## config.mk

```make
export PLATFORM = sky130hd
export DESIGN_NAME = mm_rmw_host
export DESIGN_NICKNAME = d
export VERILOG_FILES = /design/src/rtl/mm_rmw_pkg.sv /design/src/rtl/mm_rmw_addr.sv /design/src/rtl/mm_rmw_merge.sv /design/src/rtl/mm_rmw_seq.sv /design/src/rtl/mm_rmw_host.sv
export SDC_FILE = /design/constraint.sdc
export NUM_CORES = 1
export LEC_CHECK = 0
export BUFFER_PORTS_ARGS = -buffer_cell sky130_fd_sc_hd__buf_2
export CORE_MARGIN = 10
export CORE_UTILIZATION = 50
export DETAILED_ROUTE_END_ITERATION = 10
export GPL_TIMING_DRIVEN = 0
export PLACE_DENSITY = 0.83
export SYNTH_ARGS = -nofsm -noshare
export SYNTH_HDL_FRONTEND = slang
export SYNTH_SLANG_ARGS = --single-unit
```

## constraint.sdc

```tcl
create_clock -name clk_i -period 3.4 [get_ports clk_i]
set_input_delay 0.17 -clock clk_i [delete_from_list [all_inputs] [get_ports clk_i]]
set_output_delay 0.17 -clock clk_i [all_outputs]
set_load 0.05 [all_outputs]
```

## src/rtl/mm_rmw_pkg.sv

```systemverilog
package mm_rmw_pkg;
  typedef enum logic [1:0] {
    OP_READ  = 2'b00,
    OP_WRITE = 2'b01,
    OP_RMW   = 2'b10,
    OP_NONE  = 2'b11
  } op_e;

  typedef enum logic [1:0] {
    ST_IDLE,
    ST_RD_REQ,
    ST_RD_WAIT,
    ST_WR_REQ
  } st_e;
endpackage

```

## src/rtl/mm_rmw_addr.sv

```systemverilog
module mm_rmw_addr #(
  parameter int WORD_AW = 14,
  parameter int OFFS_W  = 2,
  localparam int BYTE_AW = WORD_AW + OFFS_W
) (
  input  logic [BYTE_AW-1:0] byte_addr_i,
  output logic [WORD_AW-1:0] word_addr_o
);
  generate
    if (OFFS_W > 0) begin : g_shift
      logic unused_offs;
      assign unused_offs = ^byte_addr_i[OFFS_W-1:0];
      assign word_addr_o = byte_addr_i[BYTE_AW-1:OFFS_W];
    end else begin : g_pass
      assign word_addr_o = byte_addr_i;
    end
  endgenerate
endmodule

```

## src/rtl/mm_rmw_merge.sv

```systemverilog
module mm_rmw_merge #(
  parameter int DATA_W = 32
) (
  input  logic [DATA_W-1:0] old_i,
  input  logic [DATA_W-1:0] new_i,
  input  logic [DATA_W-1:0] mask_i,
  output logic [DATA_W-1:0] merged_o
);
  for (genvar i = 0; i < DATA_W; i++) begin : g_bit
    assign merged_o[i] = mask_i[i] ? new_i[i] : old_i[i];
  end
endmodule

```

## src/rtl/mm_rmw_seq.sv

```systemverilog
module mm_rmw_seq
  import mm_rmw_pkg::*;
#(
  parameter int DATA_W  = 32,
  parameter int WORD_AW = 14,
  localparam int BE_W   = DATA_W / 8
) (
  input  logic               clk_i,
  input  logic               rst_ni,
  input  logic               cmd_valid_i,
  input  op_e                cmd_op_i,
  input  logic [WORD_AW-1:0] cmd_waddr_i,
  input  logic [DATA_W-1:0]  cmd_wdata_i,
  input  logic [DATA_W-1:0]  cmd_mask_i,
  input  logic [BE_W-1:0]    cmd_be_i,
  input  logic [DATA_W-1:0]  merged_i,
  output logic [DATA_W-1:0]  wdata_q_o,
  output logic [DATA_W-1:0]  mask_q_o,
  output logic               busy_o,
  output logic               done_o,
  output logic [DATA_W-1:0]  rdata_o,
  output logic [WORD_AW-1:0] bus_addr_o,
  output logic               bus_rd_o,
  output logic               bus_wr_o,
  output logic [BE_W-1:0]    bus_be_o,
  output logic [DATA_W-1:0]  bus_wdata_o,
  input  logic [DATA_W-1:0]  bus_rdata_i,
  input  logic               bus_rvalid_i,
  input  logic               bus_wait_i
);
  st_e                state_q;
  op_e                op_q;
  logic [WORD_AW-1:0] addr_q;
  logic [DATA_W-1:0]  wdata_q, mask_q, bus_wdata_q, rdata_q;
  logic [BE_W-1:0]    be_q;
  logic               rd_q, wr_q, done_q;

  always_ff @(posedge clk_i or negedge rst_ni) begin
    if (!rst_ni) begin
      state_q     <= ST_IDLE;
      op_q        <= OP_READ;
      addr_q      <= '0;
      wdata_q     <= '0;
      mask_q      <= '0;
      bus_wdata_q <= '0;
      rdata_q     <= '0;
      be_q        <= '0;
      rd_q        <= 1'b0;
      wr_q        <= 1'b0;
      done_q      <= 1'b0;
    end else begin
      done_q <= 1'b0;
      unique case (state_q)
        ST_IDLE: begin
          if (cmd_valid_i && cmd_op_i != OP_NONE) begin
            addr_q  <= cmd_waddr_i;
            wdata_q <= cmd_wdata_i;
            mask_q  <= cmd_mask_i;
            op_q    <= cmd_op_i;
            if (cmd_op_i == OP_WRITE) begin
              bus_wdata_q <= cmd_wdata_i;
              be_q        <= cmd_be_i;
              wr_q        <= 1'b1;
              state_q     <= ST_WR_REQ;
            end else begin
              be_q    <= '1;
              rd_q    <= 1'b1;
              state_q <= ST_RD_REQ;
            end
          end
        end
        ST_RD_REQ: begin
          // acceptance only with request already on the bus
          if (!bus_wait_i) begin
            rd_q    <= 1'b0;
            state_q <= ST_RD_WAIT;
          end
        end
        ST_RD_WAIT: begin
          if (bus_rvalid_i) begin
            rdata_q <= bus_rdata_i;
            if (op_q == OP_RMW) begin
              bus_wdata_q <= merged_i;
              be_q        <= '1;
              wr_q        <= 1'b1;
              state_q     <= ST_WR_REQ;
            end else begin
              done_q  <= 1'b1;
              state_q <= ST_IDLE;
            end
          end
        end
        ST_WR_REQ: begin
          if (!bus_wait_i) begin
            wr_q    <= 1'b0;
            done_q  <= 1'b1;
            state_q <= ST_IDLE;
          end
        end
        default: state_q <= ST_IDLE;
      endcase
    end
  end

  assign busy_o      = (state_q != ST_IDLE);
  assign done_o      = done_q;
  assign rdata_o     = rdata_q;
  assign bus_addr_o  = addr_q;
  assign bus_rd_o    = rd_q;
  assign bus_wr_o    = wr_q;
  assign bus_be_o    = be_q;
  assign bus_wdata_o = bus_wdata_q;
  assign wdata_q_o   = wdata_q;
  assign mask_q_o    = mask_q;

  AST_NO_RD_WR: assert property (@(posedge clk_i) disable iff (!rst_ni)
    !(rd_q && wr_q));
  AST_RD_HOLD: assert property (@(posedge clk_i) disable iff (!rst_ni)
    rd_q && bus_wait_i |=> rd_q && $stable(addr_q));
  AST_WR_HOLD: assert property (@(posedge clk_i) disable iff (!rst_ni)
    wr_q && bus_wait_i |=> wr_q && $stable(addr_q) && $stable(bus_wdata_q));
  AST_REQ_DROP: assert property (@(posedge clk_i) disable iff (!rst_ni)
    (rd_q || wr_q) && !bus_wait_i |=> !rd_q && !wr_q);
  AST_DONE_PULSE: assert property (@(posedge clk_i) disable iff (!rst_ni)
    done_q |=> !done_q);
  AST_BUSY_IGNORE: assert property (@(posedge clk_i) disable iff (!rst_ni)
    busy_o && cmd_valid_i |=> $stable(addr_q) && $stable(op_q));
  AST_RD_BE_FULL: assert property (@(posedge clk_i) disable iff (!rst_ni)
    rd_q |-> be_q == {BE_W{1'b1}});
endmodule

```

## src/rtl/mm_rmw_host.sv

```systemverilog
module mm_rmw_host
  import mm_rmw_pkg::*;
#(
  parameter int DATA_W   = 32,
  parameter int WORD_AW  = 14,
  localparam int BE_W    = DATA_W / 8,
  localparam int OFFS_W  = $clog2(BE_W),
  localparam int BYTE_AW = WORD_AW + OFFS_W
) (
  input  logic               clk_i,
  input  logic               rst_ni,
  input  logic               cmd_valid_i,
  input  logic [1:0]         cmd_op_i,
  input  logic [BYTE_AW-1:0] cmd_addr_i,
  input  logic [DATA_W-1:0]  cmd_wdata_i,
  input  logic [DATA_W-1:0]  cmd_mask_i,
  input  logic [BE_W-1:0]    cmd_be_i,
  output logic               busy_o,
  output logic               done_o,
  output logic [DATA_W-1:0]  rdata_o,
  output logic [WORD_AW-1:0] avm_address_o,
  output logic               avm_read_o,
  output logic               avm_write_o,
  output logic [BE_W-1:0]    avm_byteenable_o,
  output logic [DATA_W-1:0]  avm_writedata_o,
  input  logic [DATA_W-1:0]  avm_readdata_i,
  input  logic               avm_readdatavalid_i,
  input  logic               avm_waitrequest_i
);
  logic [WORD_AW-1:0] waddr;
  logic [DATA_W-1:0]  merged, wdata_q, mask_q;

  mm_rmw_addr #(.WORD_AW(WORD_AW), .OFFS_W(OFFS_W)) u_addr (
    .byte_addr_i (cmd_addr_i),
    .word_addr_o (waddr)
  );

  mm_rmw_merge #(.DATA_W(DATA_W)) u_merge (
    .old_i    (avm_readdata_i),
    .new_i    (wdata_q),
    .mask_i   (mask_q),
    .merged_o (merged)
  );

  mm_rmw_seq #(.DATA_W(DATA_W), .WORD_AW(WORD_AW)) u_seq (
    .clk_i        (clk_i),
    .rst_ni       (rst_ni),
    .cmd_valid_i  (cmd_valid_i),
    .cmd_op_i     (op_e'(cmd_op_i)),
    .cmd_waddr_i  (waddr),
    .cmd_wdata_i  (cmd_wdata_i),
    .cmd_mask_i   (cmd_mask_i),
    .cmd_be_i     (cmd_be_i),
    .merged_i     (merged),
    .wdata_q_o    (wdata_q),
    .mask_q_o     (mask_q),
    .busy_o       (busy_o),
    .done_o       (done_o),
    .rdata_o      (rdata_o),
    .bus_addr_o   (avm_address_o),
    .bus_rd_o     (avm_read_o),
    .bus_wr_o     (avm_write_o),
    .bus_be_o     (avm_byteenable_o),
    .bus_wdata_o  (avm_writedata_o),
    .bus_rdata_i  (avm_readdata_i),
    .bus_rvalid_i (avm_readdatavalid_i),
    .bus_wait_i   (avm_waitrequest_i)
  );

  AST_WORD_ADDR: assert property (@(posedge clk_i) disable iff (!rst_ni)
    cmd_valid_i && !busy_o && cmd_op_i != 2'b11
    |=> avm_address_o == $past(cmd_addr_i[BYTE_AW-1:OFFS_W]));
  AST_MERGE_OK: assert property (@(posedge clk_i) disable iff (!rst_ni)
    $rose(avm_write_o) && $past(avm_readdatavalid_i) && busy_o
    |-> ((((avm_writedata_o ^ $past(avm_readdata_i)) & ~mask_q) == '0)
         && (((avm_writedata_o ^ wdata_q) & mask_q) == '0)));
  AST_IDLE_QUIET: assert property (@(posedge clk_i) disable iff (!rst_ni)
    !busy_o |-> !avm_read_o && !avm_write_o);
  AST_OP_NONE: assert property (@(posedge clk_i) disable iff (!rst_ni)
    !busy_o && cmd_valid_i && cmd_op_i == 2'b11 |=> !busy_o);
endmodule

```

==> results of run 1 <==
==> worst paths after layout <==
| path | to | from | slack, ns | depth (start not counted) |
|---|---|---|---|---|
| max | u_seq.bus_wdata_o[8] | u_seq.state_q[1] | 1.42 | 5 |
| min | u_seq.wdata_q_o[0] | cmd_wdata_i[0] | 0.02 | 2 |
| min reg2reg | u_seq.bus_wdata_o[15] | u_seq.bus_wdata_o[15] | 0.48 | 2 |
| max in group asynchronous | u_seq.rdata_o[23] | rst_ni | 2.21 | 3 |
| max reg2reg | u_seq.bus_wdata_o[8] | u_seq.state_q[1] | 1.42 | 5 |
| min in group asynchronous | u_seq.mask_q_o[15] | rst_ni | 0.36 | 2 |
==> power by group <==
part           switching, uW  internal, uW  total, uW  leakage [uW]
Sequential               551          2740       3290       0.00183
Clock                    700          1340       2040      0.000307
Combinational           3010          1480       4500       0.00229
Total                   4260          5550       9820       0.00443
==> registers in the layout, summed over array words and instances (netlist names), 2 cells and up <==
name,flops
u_seq.rdata_o,32
u_seq.state_q,2
u_seq.bus_be_o,4
u_seq.bus_addr_o,14
u_seq.wdata_q_o,32
u_seq.bus_wdata_o,32
u_seq.op_q,2
u_seq.mask_q_o,32
==> final cells by class <==
cell class / count / area (sq um)
Sequential cell: 153 / 3830
Fill cell: 831 / 3330
Multi-Input combinational cell: 306 / 2360
Timing Repair Buffer: 301 / 2010
Clock buffer: 23 / 468
Tap cell: 172 / 215
Clock inverter: 8 / 168
Buffer: 25 / 124
Inverter: 4 / 15.0
==> through the flow <==
step	worst slack [ns]	hold WS, ns
2_1_floorplan	1.93	-0.126
3_3_place_gp	0.102	0.387
3_5_place_dp	1.50	0.237
4_1_cts	1.46	0.000163
5_1_grt	1.27	0.00253
6_report	1.42	0.0177
==> synth_stat cells, types with 2 or more instances <==
cell,count
a21oi_1,4
a31oi_1,2
buf_2,19
clkbuf_1,3
clkbuf_2,2
dfrtp_1,153
inv_1,4
mux2_2,110
mux2i_1,32
nand2_1,69
nand2b_1,2
nor2_1,2
nor2b_1,2
o21ai_0,63
o21ai_1,5
o22a_1,4
==> what timing repair did <==
action,CTS,global route
setup endpoints to repair,0,0
endpoints found under the hold margin,169,0
hold buffers,94,0
==> logic make-up (layout without fill, tap and decap cells) <==
kind of cell / Yosys count / in the layout / share of synthesized area, %
AOI/OAI and AO/OA: 82 / 82 / 7.06
xor gates and xnor gates: 1 / 1 / 0.138
buffers and inverters: 29 / 361 / 2.19
DFF: 153 / 153 / 60.5
muxes: 142 / 142 / 24.6
and+or+nand+nor: 81 / 81 / 5.46
==> per-layer routing <==
layer  vias up  wire length [um]
li1       2349                 -
met1      2572              7550
met3        42              1350
met4         0               504
met2       225             10300
met5         -                 0
==> metrics.csv, run 1 <==
metric;value;unit
status;completed;
grt_usage;22.8;%
coreArea;12500;sq um
drv_slew;0;
endpoint_kind;flop;
drv_cap;0;
leakagePower;0.00443;uW
synthTopCellsByArea;dfrtp_1, mux2_2, mux2i_1;
dpl.hpwl;12.9;mm
async_flop_share;100;%
clock-sinks;153;
fin_crit_sh;58.3;%
row_count;41;
hold_viol;0;
synth.distinct_cells;28;
final_common_cell;buf_2;
clk_latency;0.42;ns
yosysWarnings;0;
grt_util_met1;24.7;%
avgSynthCellArea;13.0;sq um
vias_per_cell;5.23;
start_util;50.5;%
ant_nets;0;
vdd_drop_max;0.732;mV
first_global_vias;5833;
rsz0062_at_grt;false;
design_area;9180;sq um
syn_area;6330;sq um
max_freq;0.505;GHz
worst-setup-path-type;flop to flop;
grt_max_degree;78;
die_h;132;um
die_width;132;um
worst-path-buf-inv;1;
ys_seq_area_share;60.5;%
ys_ff_latch;153;
htreeDepth;4;
synth_top_area_share;60.5;%
grt.busiest_layer;met2;
critPathTopFamily;compound AO/OA/AOI/OAI gates;
numCtsBuffers;17;
synth_edf_count;0;
die-area;17600;sq um
antenna_found_initial;0;
drive_gt1_share;45.0;%
syn2layout_area_growth;45.1;%
num_vias;5188;
setup_violations;0;
firstDrtPassIters;5;
finalCoreUtilization;73.4;%
slew_headroom;52.5;%
ys.flop_type;dfrtp_1;
cts_root_buf;clkbuf_16;
placed_cells;867;
cpPeakStageDelay;0.58;ns
synth_cells;488;
ios;209;
finClkSkew;0.00690;ns
critPathSlowestCell;a32oi_2;
layout_common_cells;buf_2, dfrtp_1, mux2_2;
cp.arrival;2.30;ns
port_buffers;206;
finalNetCount;931;
tns;0;ns
post_dp_cell_area;7610;sq um
wl_per_cell;19.9;um
synth.largest_area_cell;dfrtp_1;
syn_nets;611;
finalPower;9820;uW
crit_fanout;10;
routed_wirelength;19.7;mm
grt_use_met3;7.19;%
first_iter_violations;343;
worst_slew_pin_slew;0.712;ns
cts_resized;0;
route.detailed.drc;0;
cts_setup_buffers;0;
clk_pin_slew;0.06;ns
num_antenna_cells;0;
power.density;1070;nW/um^2
crit_required;3.72;ns
gp_congestion;0.842;
min_period;1.98;ns
cts_buffer_depth;2;
grt-ovfl-total;0;
cp-start-kind;flop;
final_cell_count_no_fill;992;
cts_tree;yes;
gr-usage-met2;40.1;%
grt_pass1_wl;31.8;mm
path_cells;and2b_1, a32oi_2, buf_2, nand2_1, o21ai_0;
min_path_type;primary input to flop;
Note: power is estimated with default switching activity, not from simulation.
==> run 2, diff against run 1 <==
Clock period 3.4 ns to 1.85 ns, I/O delays scaled along.
==> metrics.csv, run 2 (same netlist as run 1, synthesis figures left out) <==
metric;value;unit
cts_buffer_depth;2;
cp-endpoint;u_seq.mask_q_o[9];
place_ws;-0.0492;ns
first_iter_violations;304;
power.density;1920;nW/um^2
cts_tree;yes;
switching_share;43.5;%
tns;0;ns
clock-sinks;153;
vias_per_cell;5.20;
worst_slew_pin_slew;0.702;ns
vdd_drop_max;1.29;mV
grt-ovfl-total;0;
drv_slew;0;
grt_pass1_wl;32.7;mm
cts_root_buf;clkbuf_16;
leakagePower;0.00456;uW
final_common_cell;buf_2;
p_int;10300;uW
crit_required;2.15;ns
worst-r2r-cell-count;5;
die_h;132;um
num_vias;5305;
comb_power_share;46.1;%
start_util;50.5;%
cp-start-kind;flop;
gp_congestion;0.842;
pwr-share-clk;20.6;%
fin_crit_sh;96.6;%
status;completed;
min_period;1.79;ns
reg2reg_from;u_seq.state_q[0];
timing.rr.end;u_seq.mask_q_o[9];
numCtsBuffers;17;
ant_nets;0;
route.detailed.drc;0;
r2r_setup_slack;0.06;ns
routed_wirelength;20.7;mm
coreArea;12500;sq um
setup_ws;0.0638;ns
port_buffers;206;
finClkSkew;0.00509;ns
htreeDepth;4;
grt_usage;23.6;%
cp.arrival;2.08;ns
finalPower;18300;uW
cp-startpoint;u_seq.state_q[0];
slew_headroom;53.2;%
clk_latency;0.42;ns
worst-setup-path-type;flop to flop;
first_global_vias;6017;
row_count;41;
syn2layout_area_growth;50.1;%
setup_violations;0;
min_path_type;primary input to flop;
endpoint_kind;flop;
antenna_found_initial;3;
die_width;132;um
crit_fanout;10;
die-area;17600;sq um
dpl.hpwl;12.9;mm
firstDrtPassIters;4;
drive_gt1_share;44.3;%
max_freq;0.560;GHz
finalNetCount;957;
clk_pin_slew;0.06;ns
wl_per_cell;20.2;um
power_frac_seq;33.3;%
hold_viol;0;
layout_common_cells;buf_2, dfrtp_1, dlygate4sd3_1;
drv_cap;0;
p_switching;7940;uW
ios;209;
grt_max_degree;78;
run 2: worst min-delay path by stage:
stage	slack [ns]	startpoint	cells past startpoint	end
floorplan	-0.20	rst_ni	0	u_seq.bus_addr_o[0]
global placement	0.31	cmd_be_i[2]	2	u_seq.bus_be_o[2]
detailed placement	0.16	rst_ni	1	u_seq.rdata_o[15]
CTS	0.06	cmd_valid_i	3	u_seq.bus_rd_o
global route	0.1	cmd_valid_i	3	u_seq.bus_rd_o
finish	0.08	cmd_valid_i	3	u_seq.bus_rd_o
run 2: timing repair:
action	CTS	global route
buffers inserted	0	2
hold endpoints to repair	206	0
pin swaps	0	1
endpoints found under the setup margin	32	106
resized for setup	3	13
hold buffers	118	0
run 2: critical path, stage by stage (launching register included):
cell	delay [ns]
dfrtp_1	0.36
buf_4	0.17
nor3b_4	0.38
nand2_4	0.16
buf_2	0.26
mux2_2	0.33
run 2: metrics by stage:
step | util, % | instances | area, sq um | hold WS (ns)
global placement | 60.5 | 866 | 7570 | 0.309
global route | 75.9 | 1021 | 9500 | 0.0981
floorplan | - | 488 | 6330 | -0.203
detailed placement | 60.8 | 867 | 7610 | 0.160
finish | 75.9 | 1021 | 9500 | 0.0816
CTS | 75.4 | 1016 | 9440 | 0.0621
run 2: cell type report:
cell class                      count  area [sq um]
Antenna cell                        3          7.51
Buffer                             25           145
Clock buffer                       23           468
Clock inverter                      8           168
Fill cell                         781          3020
Inverter                            4          15.0
Multi-Input combinational cell    306          2380
Sequential cell                   153          3830
Tap cell                          172           215
Timing Repair Buffer              327          2270
run 2: power groups by stage:
| stage | clock (uW) | combinational (uW) | sequential, uW |
|---|---|---|---|
| global route | 3960 | 8910 | 6230 |
| finish | 3770 | 8410 | 6070 |
| CTS | 3790 | 8290 | 5980 |
| detailed placement | 0 | 8040 | 6020 |
| floorplan | 0 | 2860 | 9010 |
| global placement | 0 | 7850 | 5880 |
run 2: metal layers:
metal | wire, um | GRT usage (%)
met3 | 1390 | 7.83
met1 | 7900 | 24.9
met2 | 10800 | 41.6
met4 | 512 | 10.8
met5 | 0 | 0
==> run 3, diff against run 2 <==
--- a/config.mk
+++ b/config.mk
@@ -11,2 +11,3 @@
 export DETAILED_ROUTE_END_ITERATION = 10
+export GPL_ROUTABILITY_DRIVEN = 0
 export GPL_TIMING_DRIVEN = 0
==> constraint.sdc (replaced) <==
create_clock -name clk_i -period 1.85 [get_ports clk_i]
set_input_delay 0.185 -clock clk_i [delete_from_list [all_inputs] [get_ports clk_i]]
set_output_delay 0.185 -clock clk_i [all_outputs]
set_load 0.05 [all_outputs]
==> metrics.csv, run 3 (same netlist as run 1, synthesis figures left out) <==
metric;value;unit
status;completed;
cp.arrival;2.05;ns
antenna_found_initial;1;
grt_max_degree;78;
placed_cells;867;
grt_usage;21.2;%
drv_slew;0;
port_buffers;206;
syn2layout_area_growth;40.0;%
finalNetCount;894;
rsz0062_at_grt;false;
clk_pin_slew;0.06;ns
route.detailed.drc;0;
vdd_drop_max;1.10;mV
first_iter_violations;292;
firstDrtPassIters;4;
numCtsBuffers;17;
worst-setup-path-type;flop to flop;
critPathTopFamily;simple AND/OR/NAND/NOR gates;
wl_per_cell;19.5;um
critPathSlowestCell;nor3b_4;
row_count;41;
leakagePower;0.00430;uW
cts_buffer_depth;2;
routed_wirelength;18.7;mm
min_from;cmd_wdata_i[28];
endpoint_kind;flop;
grt-ovfl-total;0;
cp-start-kind;flop;
fin_crit_sh;94.7;%
htreeDepth;4;
grt_pass1_wl;29.6;mm
vias_per_cell;5.21;
cp-startpoint;u_seq.state_q[0];
drv_cap;0;
ios;209;
path_cells;buf_4, nor3b_4, nand2_4, buf_2, mux2_2;
drive_gt1_share;47.9;%
num_vias;4979;
die-area;17600;sq um
coreArea;12500;sq um
clock-sinks;153;
setup_violations;0;
ant_nets;0;
layout_common_cells;buf_2, dfrtp_1, mux2_2;
min_path_type;primary input to flop;
slew_headroom;52.6;%
reg2reg_from;u_seq.state_q[0];
cpPeakStageDelay;0.37;ns
die_width;132;um
crit_required;2.15;ns
start_util;50.5;%
die_h;132;um
dpl.hpwl;12.9;mm
post_dp_cell_area;7610;sq um
clk_latency;0.42;ns
crit_fanout;10;
cts_tree;yes;
worst_slew_pin_slew;0.712;ns
max_freq;0.571;GHz
final_cell_count_no_fill;956;
min_period;1.75;ns
design_area;8860;sq um
first_global_vias;5507;
worst-path-buf-inv;2;
final_common_cell;buf_2;
cts_root_buf;clkbuf_16;
hold_viol;0;
finClkSkew;0.00399;ns
fillCellCount;871;
power.density;2030;nW/um^2
==> run 3: cell count changes in the layout (fill, tap and decap cells not counted), sizes merged <==
| cell | previous run | this run |
|---|---|---|
| buf | 224 | 225 |
| clkbuf | 33 | 32 |
| dlygate4sd3 | 118 | 55 |
| diode | 3 | 1 |
==> run 3: repair_timing <==
item / 4_1_cts / 5_1_grt
hold buffers: 54 / 1
endpoints found under the hold margin: 129 / 1
setup endpoints to repair: 32 / 111
resized for setup: 3 / 12
pin swaps: 0 / 1
setup buffers: 0 / 2
cloned: 0 / 0
==> run 3: area by class of cell <==
class | instances | area (sq um) | area share [%]
multi-input cells | 306 | 2380 | 26.8
clock inverters | 8 | 168 | 1.89
flip-flops and latches | 153 | 3830 | 43.2
diodes | 1 | 2.50 | 0.0282
plain buffers | 25 | 143 | 1.61
well taps | 172 | 215 | 2.43
clock buffers | 23 | 468 | 5.28
repair buffers | 264 | 1640 | 18.5
inverters | 4 | 15.0 | 0.169
==> run 3: path summary, 6_finish.rpt <==
path / end / slack, ns / depth (start not counted)
max: u_seq.mask_q_o[20] / 0.1 / 5
min: u_seq.wdata_q_o[28] / 0.02 / 2
max reg2reg: u_seq.mask_q_o[20] / 0.1 / 5
min reg2reg: u_seq.bus_wdata_o[31] / 0.48 / 2
max in group asynchronous: u_seq.mask_q_o[22] / 0.68 / 3
min in group asynchronous: u_seq.rdata_o[15] / 0.36 / 2
==> run 3: layer usage <==
| metal | global-route usage (%) | share of wire (%) | vias up |
|---|---|---|---|
| met5 | 0 | 0 | - |
| met4 | 7.89 | 1.7 | 0 |
| met3 | 7.65 | 7.2 | 25 |
| met2 | 37.0 | 52 | 181 |
| met1 | 23.1 | 39 | 2493 |
| li1 | - | - | 2280 |
==> run 3: per-stage QoR <==
stage | setup WS [ns] | setup TNS (ns) | utilization [%] | hold WS, ns | total power (uW)
5_1_grt | 0.00123 | 0 | 70.8 | 0.00335 | 18800
3_5_place_dp | -0.0492 | -0.303 | 60.8 | 0.252 | 14100
2_1_floorplan | 0.380 | 0 | - | -0.111 | 11900
3_3_place_gp | -1.46 | -222.21 | 60.5 | 0.402 | 13700
6_report | 0.0980 | 0 | 70.8 | 0.0151 | 18000
4_1_cts | -0.0141 | -0.0443 | 70.3 | 0.000358 | 18000
==> run 3: report_power, final <==
group	total [uW]	internal, uW	switching (uW)
sequential	6010	5030	988
clock	3740	2450	1290
combinational	8210	2740	5470
